File: src/rtl/dbg_entry_pkg.sv
package dbg_entry_pkg;
  localparam int NSRC = 3;
  typedef enum int {
    SRC_SW    = 0,
    SRC_FETCH = 1,
    SRC_MOVE  = 2
  } req_src_e;
endpackage

File: src/rtl/dbg_dcnt.sv
module dbg_dcnt #(
  parameter int W = 16
) (
  input  logic         clk,
  input  logic         rst,
  input  logic         ld_i,
  input  logic [W-1:0] ld_val_i,
  input  logic         dec_i,
  output logic [W-1:0] cnt_o,
  output logic         zero_o
);
  logic [W-1:0] cnt_q;

  always_ff @(posedge clk) begin
    if (rst)
      cnt_q <= '0;
    else if (ld_i)
      cnt_q <= ld_val_i;
    else if (dec_i && (cnt_q != '0))
      cnt_q <= cnt_q - 1'b1;
  end

  assign cnt_o  = cnt_q;
  assign zero_o = (cnt_q == '0);
endmodule

File: src/rtl/dbg_pend.sv
module dbg_pend #(
  parameter int N = 3
) (
  input  logic         clk,
  input  logic         rst,
  input  logic [N-1:0] set_i,
  input  logic [N-1:0] ack_i,
  input  logic         clr_i,
  output logic         fire_o
);
  logic [N-1:0] pend_q;

  for (genvar i = 0; i < N; i++) begin : g_flag
    always_ff @(posedge clk) begin
      if (rst || clr_i)
        pend_q[i] <= 1'b0;
      else if (set_i[i])
        pend_q[i] <= 1'b1;
    end
  end

  // acknowledge only a flag raised in an earlier cycle
  assign fire_o = |(pend_q & ack_i);
endmodule

File: src/rtl/dbg_entry_ctl.sv
module dbg_entry_ctl
  import dbg_entry_pkg::*;
#(
  parameter int CW = 16
) (
  input  logic          clk,
  input  logic          rst,
  input  logic          cfg_we_i,
  input  logic          cfg_trace_en_i,
  input  logic          cfg_bkpt_en_i,
  input  logic          trc_ld_i,
  input  logic [CW-1:0] trc_val_i,
  input  logic          bpc_ld_i,
  input  logic [CW-1:0] bpc_val_i,
  input  logic          ins_latched_i,
  input  logic          ins_done_i,
  input  logic          ins_abort_i,
  input  logic          sw_req_i,
  input  logic          bp_fetch_hit_i,
  input  logic          bp_move_hit_i,
  input  logic          exit_i,
  output logic          dbg_enter_o,
  output logic          in_dbg_o,
  output logic [CW-1:0] trc_cnt_o,
  output logic [CW-1:0] bpc_cnt_o
);
  logic trace_en_q, bkpt_en_q, in_dbg_q, enter_q;
  logic live, exec_done, bp_hit, bp_active;
  logic trc_zero, bpc_zero, trc_step, trc_fire, pend_fire, fire, exit_cmd;
  logic [NSRC-1:0] set_v, ack_v;

  assign live      = ~in_dbg_q;
  assign exec_done = ins_done_i & ~ins_abort_i;
  assign bp_hit    = bp_fetch_hit_i | bp_move_hit_i;
  assign bp_active = live & bkpt_en_q & bp_hit;
  assign trc_step  = live & trace_en_q & exec_done;
  assign trc_fire  = trc_step & trc_zero;
  assign exit_cmd  = in_dbg_q & exit_i;

  always_comb begin
    set_v            = '0;
    ack_v            = '0;
    set_v[SRC_SW]    = live & sw_req_i;
    set_v[SRC_FETCH] = bp_active & bpc_zero & bp_fetch_hit_i;
    set_v[SRC_MOVE]  = bp_active & bpc_zero & bp_move_hit_i;
    ack_v[SRC_SW]    = live & ins_latched_i;
    ack_v[SRC_FETCH] = live & exec_done;
    ack_v[SRC_MOVE]  = live & exec_done;
  end

  dbg_dcnt #(.W(CW)) u_trc (
    .clk(clk), .rst(rst), .ld_i(trc_ld_i), .ld_val_i(trc_val_i),
    .dec_i(trc_step), .cnt_o(trc_cnt_o), .zero_o(trc_zero)
  );

  dbg_dcnt #(.W(CW)) u_bpc (
    .clk(clk), .rst(rst), .ld_i(bpc_ld_i), .ld_val_i(bpc_val_i),
    .dec_i(bp_active), .cnt_o(bpc_cnt_o), .zero_o(bpc_zero)
  );

  dbg_pend #(.N(NSRC)) u_pend (
    .clk(clk), .rst(rst), .set_i(set_v), .ack_i(ack_v),
    .clr_i(fire | exit_cmd), .fire_o(pend_fire)
  );

  assign fire = trc_fire | pend_fire;

  always_ff @(posedge clk) begin
    if (rst) begin
      trace_en_q <= 1'b0;
      bkpt_en_q  <= 1'b0;
      in_dbg_q   <= 1'b0;
      enter_q    <= 1'b0;
    end else begin
      if (cfg_we_i) begin
        trace_en_q <= cfg_trace_en_i;
        bkpt_en_q  <= cfg_bkpt_en_i;
      end
      enter_q <= fire;
      if (fire)
        in_dbg_q <= 1'b1;
      else if (exit_cmd)
        in_dbg_q <= 1'b0;
    end
  end

  assign dbg_enter_o = enter_q;
  assign in_dbg_o    = in_dbg_q;
endmodule

File: config.mk
export PLATFORM = sky130hd
export DESIGN_NAME = dbg_entry_ctl
export DESIGN_NICKNAME = d
export VERILOG_FILES = /design/src/rtl/dbg_entry_pkg.sv /design/src/rtl/dbg_dcnt.sv /design/src/rtl/dbg_pend.sv /design/src/rtl/dbg_entry_ctl.sv
export SDC_FILE = /design/constraint.sdc
export NUM_CORES = 1
export LEC_CHECK = 0
export BUFFER_PORTS_ARGS = -buffer_cell sky130_fd_sc_hd__buf_2
export CAP_MARGIN = 40
export CORE_MARGIN = 3
export CORE_UTILIZATION = 55
export CTS_BUF_LIST = sky130_fd_sc_hd__clkbuf_4 sky130_fd_sc_hd__clkbuf_8
export CTS_CLUSTER_DIAMETER = 80
export DETAILED_ROUTE_END_ITERATION = 7
export GPL_TIMING_DRIVEN = 0
export PLACE_DENSITY = 0.94
export SETUP_SLACK_MARGIN = 0.5
export SYNTH_ARGS = -nofsm -noshare
export SYNTH_HDL_FRONTEND = slang
export SYNTH_SLANG_ARGS = --single-unit
File: constraint.sdc
create_clock -name clk -period 6.65 [get_ports clk]
set_input_delay 0.3325 -clock clk [delete_from_list [all_inputs] [get_ports clk]]
set_output_delay 0.3325 -clock clk [all_outputs]
set_load 0.05 [all_outputs]
* After elaboration in Yosys (flattened, before gate mapping)
Cells that the tools add are included.
** Storage, ports and cells
- Register bits :: 39
- Output and inout port bits :: 34
- Logic and storage cells :: 47
** Cells by class
- Add/subtract/negate cells :: 2
- Muxes and demuxes :: 6
- Bitwise operators :: 19
- Reductions and logical operators :: 11
** Operators with widths (count)
- 2-to-1 mux 16 bit :: 4
- logical NOT 16 bit :: 2
- nonzero test 16 bit :: 2
- subtractor 16 x 1 -> 16 bit, second input constant :: 2
- AND 1 bit :: 13
- nonzero test 2 bit :: 3
- AND 3 bit :: 1
- OR 1 bit :: 3
- OR reduction 3 bit :: 1
- logical AND 1 bit :: 2
- 2-to-1 mux 1 bit :: 2
- NOT 1 bit :: 2
- logical OR 1 bit :: 1

* Depth between registers and ports, before layout
Gate-level depths: netlist of the first run.
- Word-level depth :: 8
- Gate-level depth with buffers :: 7
- Depth with buffers taken out :: 7

* By module
Synthesis of the first run repeated with hierarchy kept, for this count alone.
** Second synthesis, totals
- Cell total of the unflattened synthesis :: 264
- Area, all modules :: 2218.4 sq um
** Modules (own cells, without submodules)
- dbg_dcnt :: times used 2, cells an instance 114, area each 944.7 sq um, seq. area each 320.3 sq um
- dbg_entry_ctl :: times used 1, cells an instance 25, area each 229.0 sq um, seq. area each 80.1 sq um
- dbg_pend :: times used 1, cells an instance 11, area each 100.1 sq um, seq. area each 60.1 sq um

* Worst setup path before layout of the first run
No wires, ideal clock.
- Path kind :: register to register
- Start point :: register u_bpc.cnt_q[6], in the netlist u_bpc.cnt_o[6]
- End point :: register u_bpc.cnt_q[13], in the netlist u_bpc.cnt_o[13]
- Arrival :: 2.361 ns
- Data required time :: 6.571 ns
- Slack :: 4.210 ns
- Cell stages (with the launch flop) :: 6
- Path buffers :: 0
- Period minus slack after synthesis :: 2.440 ns
- Path through :: dfxtp_1 > or4_4 > or3_4 > or4b_1 > xor2_1 > a211oi_2
** On the way
- Longest elaborated chain between the ends :: 3
- Elaborated cells between the ends (all ways) :: 6
- Classes of those cells :: 1 x add/sub; 2 x mux; 3 x reduce/logical
** RTL lines
- from (decl) :: RTL line dbg_dcnt.sv:12 : logic [W-1:0] cnt_q;
- from (signal assigned) :: RTL line dbg_dcnt.sv:18 : cnt_q <= ld_val_i;
- from (signal assigned) :: RTL line dbg_dcnt.sv:20 : cnt_q <= cnt_q - 1'b1;
- subtractor 16 x 1 -> 16 bit or nonzero test 16 bit (tied branches) :: RTL line dbg_dcnt.sv:20, dbg_dcnt.sv:19
- 2-to-1 mux 16 bit or logical AND 1 bit (tied branches) :: RTL line dbg_dcnt.sv:19 : else if (dec_i && (cnt_q != '0))
- 2-to-1 mux 16 bit or nonzero test 2 bit (tied branches)
Several ways; a longest one is shown, not always the timed one. The select of a mux whose other input is x is not followed.
A chain may end at the register's enable or synchronous reset.

* Final worst setup path of the first run
- Start point :: register u_bpc.cnt_q[0], in the netlist u_bpc.cnt_o[0]
- End point :: register u_bpc.cnt_q[9], in the netlist u_bpc.cnt_o[9]
Same word-level chain as after synthesis.

==> run metrics, run 1 <==
status=completed; dpl ws=approximately 4.3 ns; area leader, netlist=dfxtp_1; vias per inst=6.13; startpoint types=register; Multi-input gate area=~1300 um2; Skew-Pair Late Insertion Delay=0.30 ns; Post-synth EDFFs=0; initial drt markers=around 290; core area=3720 um2; Slowest-stage cell, CP=or4b_2; Yosys warning count=0; clk slew on worst S/H paths=around 0.080 ns; RD Place Congestion=slightly above 0.9; via count=between 2000 and 2500; worst hold endpoint=u_trc.cnt_o[1]; Most used DFF post-synth=dfxtp_1; largest net degree at the start of global routing=14; CTS Buf Count=5; Fillers=about 300; critical path required time=between 6 and 7 ns; final setup violation count=0; die outline width=68.7 um; setup_tns=0 ns; critical setup path kind=reg2reg; Leak=0.00109 uW; launching point of the worst reg2reg path=u_bpc.cnt_o[0]; Worst EP arrival=about 2.6 ns; maximum vdd ir drop=0.000188 V; Syn Inst Count=262; num rows=22; CTS max path bufs=2; per-cell routed wire length=between 15 and 20 um; commonest cells after routing, fill and taps aside=77 x buf_2, 45 x nor2_1, 39 x dfxtp_1; Hold Path Origin=trc_val_i[1]; Register Area=between 700 and 800 um2; crit-path cells=inv_1, ha_1, or4b_2, nor4_4, nor3_1, and4_1, nor4_1; Tcrit/Tclk final=between 30% and 40%; fraction of layout cells with a size suffix above 1=26.5%; hold buffers post-CTS=0; max-slew violations=0; ranking of synthesized cells by area=dfxtp_1 36%, nor2_1 7.8%, a211oi_1 6.9%, xnor2_1 5.3%, nor4_1 4.0%; syn avg cell area=8.26 um2; reg2reg path depth=7; die area=4720 um2; area share of the largest cell type after synthesis=between 30 and 40%; ys async rst share=0%; #FFs+latches synth=39; Final Hold Fails=0; vias in the first global route=approximately 2200; sequential fraction of the synthesis area=a little over a third; post-route setup slack=between 4 and 5 ns; hold-critical path depth=3; R2R setup slack=around 4.2 ns; syn_nets=310; Worst Skew=roughly 0.011 ns; slowest cell delay on critical path=0.64 ns; most common cell after layout, fill and taps aside=buf_2; TritonCTS clock tree=done; maximum fanout along the worst path=8; Nets=~390; first-pass GRT wire length=approximately 10 mm; Post-DRT Antenna Nets=0; Slew @ Worst Pin=0.949 ns; Distinct cells, synth=roughly 50; CTS root buffer=clkbuf_8; Critical R2R Capture=u_bpc.cnt_o[9]; RSZ-0062 raised after global routing=no; area added between synthesis and finish=25.8%; Max-cap violations=0; Total Wirelength=between 6 and 7 mm; Slew headroom=between 30% and 40%; clock sinks=39; initial antenna violation count=0; total number of H-tree levels=2; port buffer count=between 70 and 80; Setup Buffers After CTS=0; DIE HEIGHT=~69 um; endpoint class of the critical path=register; initial core utilization=between 50% and 60%; All-Layer GR Usage=28.5%; number of iterations in the first detailed-routing pass=5; pwr/cell area=235 nW/um2; I/O Pins=80; type of the tightest min-delay check=in2reg; hpwl dp=4.71 mm; post_cts resized=0; minimum clock period=between 2 and 2.5 ns; f_max=roughly 410 MHz; grt ovf=0; Mapped Area=~2200 um2; # diodes=0; DRC errors left=0
[final cells by class]
cell class,instances,share of cell area (%)
Clock buffer,5,2.53
Timing Repair Buffer,77,14.2
Tap cell,48,2.21
Clock inverter,3,1.61
Multi-Input combinational cell,206,48.5
Sequential cell,39,28.7
Buffer,10,1.38
Inverter,7,0.966
[layer usage]
metal,vias to the layer above,part of all wire (%),GRT usage [%]
li1,1154,-,-
met3,15,8.4,4.86
met5,-,0,0
met1,1105,42,38.0
met2,146,48,46.4
met4,0,1.6,9.73
[worst max-delay path: cells and delay by family (launching register included)]
family,cells,cell delay [ns]
and+or+nand+nor,5,1.63
DFF,1,0.33
buffers and inverters,1,0.10
adders and majority gates,1,0.27
[cells in the mapped netlist, types with 2 or more instances]
| cell type | count |
|---|---|
| dfxtp_1 | 39 |
| a311oi_1 | 3 |
| clkbuf_1 | 10 |
| nor3_1 | 14 |
| xnor2_1 | 13 |
| a211oi_1 | 20 |
| o2111ai_1 | 2 |
| nand3_1 | 3 |
| o21ai_0 | 5 |
| xor2_1 | 7 |
| ha_1 | 2 |
| a21oi_1 | 10 |
| nand3b_1 | 3 |
| o32ai_1 | 2 |
| or4_1 | 5 |
| and4_1 | 2 |
| a31oi_1 | 3 |
| inv_1 | 5 |
| or3_1 | 6 |
| nor4_1 | 14 |
| nor2_1 | 45 |
| nor4b_1 | 3 |
| mux2i_1 | 3 |
| nand2b_1 | 2 |
| nand2_1 | 10 |
| clkinv_1 | 2 |
| nand4_1 | 3 |
| o21bai_1 | 3 |
| nor2b_1 | 3 |
[how the worst max path moves through the flow]
stage,from,to,slack (ns),depth (start not counted)
global placement,u_bpc.cnt_o[0],u_bpc.cnt_o[9],4.37,7
detailed placement,u_bpc.cnt_o[0],u_bpc.cnt_o[9],4.29,7
global route,u_trc.cnt_o[1],u_trc.cnt_o[12],3.90,7
finish,u_bpc.cnt_o[0],u_bpc.cnt_o[9],4.23,7
floorplan,u_bpc.cnt_o[6],u_bpc.cnt_o[13],4.21,5
CTS,u_bpc.cnt_o[0],u_bpc.cnt_o[9],4.28,7
[sequential cells by signal (all words and copies together), names as in the netlist]
register / flops
in_dbg_o: 1
u_bpc.cnt_o: 16
dbg_enter_o: 1
u_pend.pend_q: 3
trace_en_q: 1
bkpt_en_q: 1
u_trc.cnt_o: 16
[metrics by stage]
step                      cells  utilization, %  instance area [um2]  hold slack (ns)  power (uW)
after global routing        395            73.2                 2720            0.286         664
after detailed placement    387            70.2                 2610            0.457         441
after floorplan             262               -                 2160            0.437         392
after CTS                   395            73.2                 2720            0.277         639
final                       395            73.2                 2720            0.276         641
after global placement      387            70.2                 2610            0.452         437
[cell families (layout without fill, tap and decap cells)]
logic type               count (synthesis)  in the layout  share of synthesized area, %
multiplexers                             3              3                          1.39
flip-flops                              39             39                          36.1
AO/OA/AOI/OAI                           56             56                          18.3
AND/OR/NAND/NOR                        125            125                          32.0
adder cells (fa/ha/maj)                  2              2                          1.16
buffers and inverters                   17            102                          2.95
XOR/XNOR                                20             20                          8.10
[power breakdown]
group	switching (uW)	total [uW]	internal (uW)
combinational	113	168	54.9
sequential	21.9	271	250
clock	89.4	201	112
Power figures use the tool's default switching activity.
==> inputs of run 2 (changes only) <==
- ABC_AREA: default -> 1
- CORE_UTILIZATION: 55 -> 54
- PLACE_DENSITY: 0.94 -> 0.89
- clock period: 6.65 -> 2.5 ns (I/O delays scaled with it)
==> run 2 against run 1 <==
- non-clock buffer count is 3 higher
- utilization down 4.7 points
- synthesized cell count rose by 63%
- power rose to 3.0 times the previous value
- via count is 27% higher
- worst hold slack got worse by 0.19 ns
- critical path depth up 3
- register-to-register slack worse by 3.5 ns
- combinational power increased to 4.3 times the previous value
- clock skew about the same
- largest power group unchanged
==> run metrics, run 2 <==
Yosys warning count=0 (unchanged); fraction of layout cells with a size suffix above 1=27.9% (was 26.5%); cell with the most instances after synthesis=nand2_1 (was nor2_1); minimum clock period=1.79 ns (was 2.42 ns); CTS max path bufs=2 (unchanged); CTS root buffer=clkbuf_8 (unchanged); Inst Count DP=571 (was 387); DIE HEIGHT=76.8 um (was 68.7 um); Mapped Area=2710 um2 (was 2160 um2); Post-Synth XOR/XNOR Area=2.27% (was 8.10%); Post-synth top cells=106 x nand2_1, 83 x nor2_1, 39 x dfxtp_1 (was 45 x nor2_1, 39 x dfxtp_1, 20 x a211oi_1); Fillers=421 (was 302); ys async rst share=0% (unchanged); hpwl dp=5.55 mm (was 4.71 mm); reg2reg path depth=10 (was 7); All-Layer GR Usage=24.6% (was 28.5%); syn avg cell area=6.34 um2 (was 8.26 um2); final setup violation count=0 (unchanged); area share of the largest cell type after synthesis=28.9% (was 36.1%); Worst Skew=0.0103 ns (was 0.0105 ns); f_max=560 MHz (was 413 MHz); Slew @ Worst Pin=0.585 ns (was 0.949 ns); Total Wirelength=7.35 mm (was 6.44 mm); final cell count without fillers=579 (was 395); Tcrit/Tclk final=71.5% (was 36.4%); port buffer count=77 (unchanged); commonest cells after routing, fill and taps aside=106 x nand2_1, 82 x nor2_1, 80 x buf_2 (was 77 x buf_2, 45 x nor2_1, 39 x dfxtp_1); endpoint class of the critical path=register (unchanged); I/O Pins=80 (unchanged); first-pass GRT wire length=12.0 mm (was 9.98 mm); Total Power=1950 uW (was 641 uW); most common cell after layout, fill and taps aside=nand2_1 (was buf_2); max-slew violations=0 (unchanged); Most used DFF post-synth=dfxtp_1 (unchanged); Syn Inst Count=427 (was 262); clock sinks=39 (unchanged); combinational family with the most area after synthesis=simple AND/OR/NAND/NOR gates (unchanged); Worst EP arrival=1.96 ns (was 2.64 ns); number of iterations in the first detailed-routing pass=6 (was 5); per-cell routed wire length=12.7 um (was 16.3 um); Critical R2R Capture=u_bpc.cnt_o[3] (was u_bpc.cnt_o[9]); area leader, netlist=dfxtp_1 (unchanged); R2R setup slack=0.71 ns (was 4.23 ns); maximum vdd ir drop=0.000461 V (was 0.000188 V); RSZ-0062 raised after global routing=no (unchanged); sequential fraction of the synthesis area=28.9% (was 36.1%); #FFs+latches synth=39 (unchanged); num rows=25 (was 22); Leak=0.00163 uW (was 0.00109 uW); launching point of the worst reg2reg path=u_bpc.cnt_o[0] (unchanged); grt ovf=0 (unchanged); die area=5890 um2 (was 4720 um2); ranking of synthesized cells by area=dfxtp_1 29%, nand2_1 15%, nor2_1 12%, nand3_1 5.6%, o21ai_0 4.8% (was dfxtp_1 36%, nor2_1 7.8%, a211oi_1 6.9%, xnor2_1 5.3%, nor4_1 4.0%); largest net degree at the start of global routing=12 (was 14); vias in the first global route=2657 (was 2155); initial core utilization=56.5% (was 58.2%); CTS Buf Count=5 (unchanged); startpoint types=register (unchanged); total number of H-tree levels=2 (unchanged); # diodes=0 (unchanged); Skew-Pair Late Insertion Delay=0.30 ns (about the same); die outline width=76.8 um (was 68.7 um); setup_tns=0 ns (unchanged); post-route setup slack=0.713 ns (was 4.23 ns); clk slew on worst S/H paths=0.08 ns (about the same); dpl ws=0.707 ns (was 4.29 ns); type of the tightest min-delay check=in2reg (unchanged); Worst Setup SP=u_bpc.cnt_o[0] (unchanged); CP endpoint=u_bpc.cnt_o[3] (was u_bpc.cnt_o[9]); Distinct cells, synth=32 (was 49); pwr/cell area=595 nW/um2 (was 235 nW/um2); critical setup path kind=reg2reg (unchanged); initial drt markers=203 (was 294); Final Hold Fails=0 (unchanged); Post-Synth Simple-Gate Area=47.9% (was 32.0%); status=completed (unchanged); post-synthesis mux area share=0% (was 1.39%); area added between synthesis and finish=21.3% (was 25.8%); core area=4790 um2 (was 3720 um2); Max-cap violations=0 (unchanged); Post-DRT Antenna Nets=0 (unchanged); Slew headroom=61.0% (was 36.1%); vias per inst=5.32 (was 6.13); critical path required time=2.67 ns (was 6.86 ns); Post-synth EDFFs=0 (unchanged); via count=3081 (was 2420); Multi-input gate area=1710 um2 (was 1320 um2); DRC errors left=0 (unchanged); TritonCTS clock tree=done (unchanged); initial antenna violation count=0 (unchanged); area share of fa/ha/maj cells after synthesis=0.925% (was 1.16%); Register Area=781 um2 (unchanged); post-synthesis compound-gate area fraction=12.0% (was 18.3%); hold buffers post-CTS=0 (unchanged); syn_nets=475 (was 310); maximum fanout along the worst path=10 (was 8); Nets=559 (was 394); RD Place Congestion=0.892 (was 0.914)
[run 2: changes by cell type in the layout (fill, tap and decap cells not counted), sizes merged, moves of 7 or more]
cell	change
nand2	+105
nor2	+56
nand3	+34
inv	+30
o21ai	+24
a211oi	-21
nor4	-15
a21oi	+14
xnor2	-11
or3	-7
or4	-7
[run 2: what timing repair did]
item                                    in CTS  in global routing
hold endpoints to repair                     0                  0
setup buffers                                0                  0
resized for setup                            0                  1
endpoints found under the setup margin       0                  2
[run 2: worst min path at each step]
stage / startpoint / to / cells after the start
detailed placement: sw_req_i / u_pend.pend_q[0] / 3
global placement: sw_req_i / u_pend.pend_q[0] / 3
floorplan: bp_move_hit_i / u_pend.pend_q[2] / 2
CTS: sw_req_i / u_pend.pend_q[0] / 3
finish: sw_req_i / u_pend.pend_q[0] / 3
global route: sw_req_i / u_pend.pend_q[0] / 3
[run 2: through the flow]
step	util, %	hold slack [ns]	cell area (um2)
after CTS	68.5	0.0790	3280
after global routing	68.5	0.0846	3280
after global placement	66.3	0.380	3170
after detailed placement	66.3	0.384	3170
after floorplan	-	0.282	2710
final	68.5	0.0842	3280
[run 2: area by class of cell]
class / instances / share of cell area, %
Timing Repair Buffer: 77 / 11.7
Inverter: 36 / 4.12
Clock buffer: 8 / 3.17
Tap cell: 67 / 2.56
Sequential cell: 39 / 23.8
Multi-Input combinational cell: 339 / 52.1
Buffer: 13 / 2.52
[run 2: critical path, stage by stage, from the launching register on]
cell     delay (ns)
dfxtp_1        0.35
inv_1          0.16
ha_1           0.31
nand2_2        0.13
nor2_4         0.17
nand2_4        0.09
nand2_4        0.09
nand2_4        0.07
buf_6          0.15
nand2_1        0.09
a21oi_2        0.05
[run 2: power by group]
group | internal [uW] | switching, uW
clock network | 263 | 230
registers | 671 | 67.8
logic | 224 | 495
total | 1160 | 793
[run 2: logic make-up (layout without fill, tap and decap cells)]
logic type                 Yosys count  after routing
AOI/OAI and AO/OA                   58             58
xor gates and xnor gates             7              7
adders and majority gates            2              2
buffers and inverters               49            134
DFF                                 39             39
and+or+nand+nor                    272            272
[run 2: layer usage]
layer  global-route usage, %  up-vias  share of wire (%)
met5                       0        -                  0
met4                    8.33        0                2.0
li1                        -     1533                  -
met2                    40.2      163                 46
met1                    32.1     1361                 43
met3                    5.28       24                9.2
